[src/rtl/sidf_pkg.sv]
package sidf_pkg;
  localparam int CFG_W = 32;

  typedef struct packed {
    logic loadPattern;
    logic loadSpan;
    logic sample;
  } sidfStrobe_t;
endpackage

[src/rtl/sidf_ctrl.sv]
module sidf_ctrl
  import sidf_pkg::*;
(
  input  logic        clk,
  input  logic        rstN,
  input  logic        cfgWrEn,
  input  logic        cfgSel,
  input  logic        sidValid,
  output sidfStrobe_t strobe,
  output logic        validQ
);
  always_comb begin
    strobe.loadPattern = cfgWrEn && !cfgSel;
    strobe.loadSpan    = cfgWrEn && cfgSel;
    strobe.sample      = sidValid;
  end

  always_ff @(posedge clk) begin
    if (!rstN) validQ <= 1'b0;
    else       validQ <= sidValid;
  end

  AST_VALID_PIPE: assert property (@(posedge clk) disable iff (!rstN)
    sidValid |=> validQ);
  AST_VALID_DROP: assert property (@(posedge clk) disable iff (!rstN)
    !sidValid |=> !validQ);
endmodule

[src/rtl/sidf_datapath.sv]
module sidf_datapath
  import sidf_pkg::*;
#(
  parameter int SID_W    = 32,
  parameter int SPAN_POS = 29
) (
  input  logic             clk,
  input  logic             rstN,
  input  sidfStrobe_t      strobe,
  input  logic [CFG_W-1:0] cfgData,
  input  logic [SID_W-1:0] sidIn,
  output logic             hitQ
);
  localparam logic [SID_W-1:0] PAT_RESET = {SID_W{1'b1}};

  logic [SID_W-1:0] patternQ;
  logic             spanQ;
  logic [SID_W-1:0] ignoreMask;
  logic             hitComb;

  // configuration registers
  always_ff @(posedge clk) begin
    if (!rstN) begin
      patternQ <= PAT_RESET;
      spanQ    <= 1'b1;
    end else begin
      if (strobe.loadPattern) patternQ <= cfgData[SID_W-1:0];
      if (strobe.loadSpan)    spanQ    <= cfgData[SPAN_POS];
    end
  end

  // priority scan: a bit is ignored while every bit below it is one,
  // which covers the lowest zero bit itself
  always_comb begin
    logic run;
    run = spanQ;
    for (int i = 0; i < SID_W; i++) begin
      ignoreMask[i] = run;
      run = run & patternQ[i];
    end
  end

  assign hitComb = ~|((sidIn ^ patternQ) & ~ignoreMask);

  always_ff @(posedge clk) begin
    if (!rstN) hitQ <= 1'b0;
    else       hitQ <= strobe.sample & hitComb;
  end

  AST_PATTERN_HOLD: assert property (@(posedge clk) disable iff (!rstN)
    !strobe.loadPattern |=> $stable(patternQ));
  AST_EXACT_EQUAL: assert property (@(posedge clk) disable iff (!rstN)
    (strobe.sample && !spanQ) |=> (hitQ == ($past(sidIn) == $past(patternQ))));
  AST_OPEN_FILTER: assert property (@(posedge clk) disable iff (!rstN)
    (strobe.sample && spanQ && (&patternQ)) |=> hitQ);
  AST_HIT_NEEDS_SAMPLE: assert property (@(posedge clk) disable iff (!rstN)
    !strobe.sample |=> !hitQ);
endmodule

[src/rtl/sid_span_filter.sv]
module sid_span_filter
  import sidf_pkg::*;
#(
  parameter int SID_W    = 32,
  parameter int SPAN_POS = 29
) (
  input  logic             clk,
  input  logic             rstN,
  input  logic             cfgWrEn,
  input  logic             cfgSel,
  input  logic [31:0]      cfgData,
  input  logic             sidValid,
  input  logic [SID_W-1:0] sidIn,
  output logic             matchValid,
  output logic             matchHit
);
  sidfStrobe_t strobe;

  sidf_ctrl ctrl_i (
    .clk      (clk),
    .rstN     (rstN),
    .cfgWrEn  (cfgWrEn),
    .cfgSel   (cfgSel),
    .sidValid (sidValid),
    .strobe   (strobe),
    .validQ   (matchValid)
  );

  sidf_datapath #(.SID_W(SID_W), .SPAN_POS(SPAN_POS)) dp_i (
    .clk     (clk),
    .rstN    (rstN),
    .strobe  (strobe),
    .cfgData (cfgData),
    .sidIn   (sidIn),
    .hitQ    (matchHit)
  );

  AST_HIT_QUALIFIED: assert property (@(posedge clk) disable iff (!rstN)
    matchHit |-> matchValid);
endmodule

[config.mk]
export PLATFORM = sky130hd
export DESIGN_NAME = sid_span_filter
export DESIGN_NICKNAME = d
export VERILOG_FILES = /design/src/rtl/sidf_pkg.sv /design/src/rtl/sidf_ctrl.sv /design/src/rtl/sidf_datapath.sv /design/src/rtl/sid_span_filter.sv
export SDC_FILE = /design/constraint.sdc
export NUM_CORES = 1
export LEC_CHECK = 0
export ABC_AREA = 1
export CORE_AREA = 2 2 79 81
export DETAILED_ROUTE_END_ITERATION = 8
export DIE_AREA = 0 0 81 83
export PLACE_DENSITY = 0.72
export SLEW_MARGIN = 40
export SYNTH_ARGS = -nofsm -noshare
export SYNTH_HDL_FRONTEND = slang
export SYNTH_SLANG_ARGS = --single-unit
[constraint.sdc]
create_clock -name clk -period 2.2 [get_ports clk]
set_input_delay 0.66 -clock clk [delete_from_list [all_inputs] [get_ports clk]]
set_output_delay 0.66 -clock clk [all_outputs]
set_load 0.01 [all_outputs]
==> impl_metrics.ini, run 1 <==
[power]
p_leak_nw = 1.34
power_frac_seq_pct = 44.5
p_total_mw = 1.62
p_per_area_mw_per_mm2 = 527
pwr-share-comb_pct = 26.6
p_switching_mw = 0.450
vdd_drop_max_v = 0.000293
switching_share_pct = 27.8
clockPowerShare_pct = 28.9
internal_power_mw = 1.17

[routing]
drt_iter0_markers = 56
route.detailed.drc = 0
ant_nets = 0
dr.pass1.iters = 4
num_vias = 2053
drt_wl_total_um = 5340
wl_per_cell_um = 12.3
via_per_inst = 4.72

[yosys]
yosysUniqueCellTypes = 28
synth_seq_area_share_pct = 35.1
syn_area_mm2 = 0.00200
ys_warn_count = 0
syn_avg_cell_area_um2 = 7.46
syn_nets = 337
synth_cells = 268
ys_seq_elements = 35

[run]
cap_violations = 0

[setup_path]
cp_max_fo = 4
path_cells = nand3_2 -> nor2_4 -> nand4_2 -> nor2_2 -> nand4_1 -> nor2_2 -> nand4_2 -> nor2_4 -> nand4_2 -> nor2_4 -> nand4_2 -> nor2_4 -> nand4_4 -> nand2_1 -> inv_1 -> nor2_2 -> nand2_1 -> a21oi_2 -> nand2_1 -> nor2_1
crit_type = reg2reg
timing.rr.start = dp_i.patternQ[0]
worst-path-buf-inv = 1
crit_start = dp_i.patternQ[0]
required_ps = 2430
start_kind = flip-flop
worstSetupEndpointType = flip-flop
reg2reg_slack_ps = -340
crit_arrival_ps = 2770
crit_path_top_delay_cell = dfxtp_4
max_stage_delay_ps = 370
crit_family = simple AND/OR/NAND/NOR gates

[global_route]
antenna_found_initial = 0
first_global_vias = 2117
grt_pass1_wl_um = 9030
grt_usage_pct = 17.0
grt_max_degree = 39
grt_overflow = 0

[sta]
grt_setup_unrepaired = yes
worstMarginPinSlew_ps = 471
min_period_over_period_pct = 115
fmax_mhz = 394
finalClockSkew_ps = 5.81
hold_viol = 0
setup_ws_ps = -336
slew_headroom_pct = 68.6
finalSetupViolCount = 1
timing.final.max_slew_violations = 0
min_period_ps = 2540

[floorplan]
initial_core_util_pct = 34.4
die_w_um = 81
die_h_um = 83
die_area_mm2 = 0.00672
core_mm2 = 0.00582
num_rows = 28
io_pins = 71

[worst_hold_path]
holdCritStartpoint = dp_i.patternQ[31]
hold_path.class = reg2reg

[clock_network]
hold_buffers = 0
htreeDepth = 2
root_buffer = clkbuf_8
cts_tree = done
cts_num_sinks = 35
cts.clk_slew.worst_paths_ps = 70
clock_path_buffers = 2
insertion_delay_ps = 290
cts_made_buffers = 5

[outcome]
status = finished, violations left
violations = setup timing

[placed_design]
dp_hpwl_um = 4130
routabilityCongestion = 0.785
io_buffers = 70
placedInstanceArea_mm2 = 0.00296

[finish]
layout_commonest_cell = clkdlybuf4s50_1
fin_area_mm2 = 0.00308
drive_above_1_share_pct = 17.5
area_growth_pct = 54.1
diodes = 0
layout_common_cells = clkdlybuf4s50_1 (70), nand2_1 (69), dfxtp_1 (32)
nets = 429
==> sequential cells by signal (all words and copies together), names as in the netlist <==
name and flops:
dp_i.patternQ 32, ctrl_i.validQ 1, dp_i.hitQ 1, dp_i.spanQ 1
==> layer usage <==
layer	GRT usage, %	routed length (um)
met3	4.57	305
met2	27.6	2410
met4	5.08	89
met5	0	0
met1	21.7	2530
==> final cells by class <==
| type | count | area [um2] |
|---|---|---|
| tap | 75 | 93.8 |
| inverter | 27 | 101 |
| timing repair buffer | 95 | 901 |
| sequential | 35 | 707 |
| clock buffer | 6 | 82.6 |
| multi-input combinational | 196 | 1190 |
| clock inverter | 1 | 5.00 |
| fill | 574 | 2740 |
==> kinds of logic after synthesis <==
group	synth area share, %
xor gates and xnor gates	11.4
buffers and inverters	6.95
and+or+nand+nor	32.1
AOI/OAI and AO/OA	14.5
DFF	35.1
==> power by group through the flow <==
stage / Clock [mW] / Combinational [mW] / Sequential (mW)
final: 0.469 / 0.431 / 0.722
after CTS: 0.483 / 0.427 / 0.721
after floorplan: 0 / 0.195 / 0.727
after global placement: 0 / 0.419 / 0.732
after detailed placement: 0 / 0.422 / 0.734
after global routing: 0.518 / 0.476 / 0.728
==> synth_stat cells <==
library cell   n  area, um2
nand2_1       70        263
dfxtp_1       35        701
inv_1         27        101
o211ai_1      21        158
xor2_1        18        158
nand3_1       16       80.1
nor2_1        12       45.0
clkbuf_1      10       37.5
nand4_1        9       56.3
xnor2_1        8       70.1
nor2_2         7       43.8
a21oi_1        5       25.0
nand4_2        4       50.1
o21ai_0        3       15.0
or2_2          3       18.8
a211oi_1       2       15.0
a22oi_1        2       15.0
nand3_2        2       20.0
nor2_4         2       22.5
o2111ai_1      2       17.5
o21a_1         2       15.0
o21ai_1        2       10.0
a21oi_2        1       8.76
a32o_1         1       10.0
nand4_4        1       21.3
nor3_1         1       5.00
nor3_2         1       10.0
or2_1          1       6.26
==> worst register-to-register path, delay by kind of cell, from the launching register on <==
family                 cells  cell delay [ps]
AOI/OAI and AO/OA          1              110
buffers and inverters      1               50
DFF                        1              370
and+or+nand+nor           18             1970
==> stage by stage <==
step / cells / setup TNS, ps / utilization [%] / hold WS [ps] / setup slack [ps]
after floorplan: 268 / -94.5 / - / 448 / -94.5
after global placement: 427 / -468 / 50.8 / 462 / -468
after detailed placement: 427 / -549 / 50.8 / 472 / -549
after CTS: 434 / -349 / 52.6 / 490 / -349
after global routing: 435 / -661 / 52.9 / 542 / -661
final: 435 / -336 / 52.9 / 485 / -336
==> timing repair <==
action,CTS,global route
buffers inserted,0,1
endpoints found under the setup margin,1,1
gates resized for setup,8,4
pin swaps,0,1
cloned,0,0
==> worst paths after layout <==
path,endpoint,cells past startpoint
setup / recovery,dp_i.hitQ,20
hold / removal,dp_i.patternQ[31],2
setup reg to reg,dp_i.hitQ,20
hold reg to reg,dp_i.patternQ[31],2
Power figures use the tool's default switching activity.
==> inputs of run 2 (changes only) <==
Settings changed: CORE_AREA 2 2 79 81 to 2 2 94 69, DIE_AREA 0 0 81 83 to 0 0 96 71.
==> impl_metrics.ini, run 2 (synthesized netlist as in run 1, its figures left out) <==
[sta]
finalSetupViolCount = 1
hold_viol = 0
setup_ws_ps = -451
finalClockSkew_ps = 3.32
fmax_mhz = 377
grt_setup_unrepaired = yes
min_period_over_period_pct = 121
min_period_ps = 2650
timing.final.max_slew_violations = 0
fin_setup_tns_ps = -451
slew_headroom_pct = 74.1
worstMarginPinSlew_ps = 388

[outcome]
violations = setup timing
status = finished, violations left

[finish]
fin_area_mm2 = 0.00316
num-fill-cells = 566
diodes = 0
area_growth_pct = 58.2
largest_reg_flops = 32
drive_above_1_share_pct = 20.1
layout_commonest_cell = clkdlybuf4s50_1
layout_common_cells = clkdlybuf4s50_1 (70), nand2_1 (69), buf_4 (37)
nets = 441
largest-register = dp_i.patternQ

[placed_design]
io_buffers = 70
placedInstanceArea_mm2 = 0.00298
routabilityCongestion = 0.841
dp_hpwl_um = 4300

[clock_network]
clock_path_buffers = 2
root_buffer = clkbuf_8
cts.clk_slew.worst_paths_ps = 70
cts_tree = done
hold_buffers = 0
cts_made_buffers = 5
htreeDepth = 2
insertion_delay_ps = 280
cts_num_sinks = 35

[routing]
ant_nets = 0
wl_per_cell_um = 12.5
via_per_inst = 4.69
drt_iter0_markers = 27
num_vias = 2117
dr.pass1.iters = 4
route.detailed.drc = 0
drt_wl_total_um = 5630

[worst_hold_path]
hold_path.class = reg2reg

[setup_path]
worstSetupEndpointType = flip-flop
r2r_end = dp_i.hitQ
crit_type = reg2reg
crit_start = dp_i.spanQ
timing.rr.start = dp_i.spanQ
start_kind = flip-flop
cp_max_fo = 3
required_ps = 2420
r2r.worst_path.cells = 21
crit_arrival_ps = 2870
reg2reg_slack_ps = -450
setup.worst_path.end = dp_i.hitQ

[floorplan]
num_rows = 24
initial_core_util_pct = 33.4
die_area_mm2 = 0.00682
die_h_um = 71
core_mm2 = 0.00598
die_w_um = 96
io_pins = 71

[global_route]
first_global_vias = 2066
grt_pass1_wl_um = 9060
grt_max_degree = 22
grt_usage_pct = 16.7
antenna_found_initial = 0
grt_overflow = 0

[run]
cap_violations = 0

[power]
p_leak_nw = 1.38
p_per_area_mw_per_mm2 = 521
p_total_mw = 1.65
vdd_drop_max_v = 0.000229
## run 2: repair_timing
item                                    4_1_cts  5_1_grt
setup buffers                                 8        1
pin swaps                                     5        5
hold endpoints to repair                      0        0
endpoints found under the setup margin        1        1
resized for setup                             7        5
## run 2: through the flow
step / worst slack [ps] / cells / hold WS (ps) / utilization, %
floorplan: -94.5 / 268 / 448 / -
global placement: -523 / 434 / 464 / 49.8
detailed placement: -609 / 434 / 490 / 49.8
CTS: -449 / 450 / 501 / 52.4
global route: -683 / 451 / 545 / 52.9
finish: -451 / 451 / 497 / 52.9
## run 2: how the worst min path moves through the flow
| stage | start | endpoint | slack (ps) | cells after the start |
|---|---|---|---|---|
| after CTS | dp_i.patternQ[30] | dp_i.patternQ[30] | 500 | 2 |
| after global routing | dp_i.patternQ[30] | dp_i.patternQ[30] | 550 | 2 |
| after detailed placement | dp_i.patternQ[30] | dp_i.patternQ[30] | 490 | 2 |
| after floorplan | dp_i.patternQ[31] | dp_i.patternQ[31] | 450 | 2 |
| final | dp_i.patternQ[30] | dp_i.patternQ[30] | 500 | 2 |
| after global placement | dp_i.patternQ[31] | dp_i.patternQ[31] | 460 | 2 |
## run 2: per-layer routing
metal	global-route usage, %	wire (um)
met3	3.62	302
met2	25.8	2530
met4	3.33	29
met1	23.9	2760
met5	0	0
## run 2: report_power, final
group / total [mW] / internal (mW) / leakage, nW / switching (mW)
combinational: 0.470 / 0.276 / 1.05 / 0.194
clock: 0.455 / 0.222 / 0.0422 / 0.232
sequential: 0.723 / 0.676 / 0.289 / 0.0473
## run 2: area by class of cell
| type | count | area [um2] | area share (%) |
|---|---|---|---|
| multi-input combinational | 196 | 1200 | 37.9 |
| timing repair buffer | 107 | 978 | 31.0 |
| sequential | 35 | 704 | 22.3 |
| inverter | 27 | 101 | 3.21 |
| tap | 78 | 97.6 | 3.09 |
| clock buffer | 7 | 76.3 | 2.41 |
| clock inverter | 1 | 5.00 | 0.158 |
## run 2: critical path, cell delays in order, from the launching register on
cell,delay (ps)
dfxtp_2,350
buf_4,110
nand3_2,90
nor2_4,110
nand4_2,110
nor2_2,130
nand4_1,120
nor2_2,180
nand4_2,110
nor2_2,140
nand4_2,130
nor2_4,130
nand4_2,120
nor2_4,150
nand4_4,130
nand2_1,100
inv_1,50
nor2_2,70
nand2_1,70
a21oi_2,90
nand2_1,50
nor2_1,80
==> inputs of run 3 (changes only) <==
Settings changed: CAP_MARGIN set to 10, GPL_ROUTABILITY_DRIVEN set to 0.
==> results of run 3 <==
Final layout, timing and power as in run 2 (identical DEF).
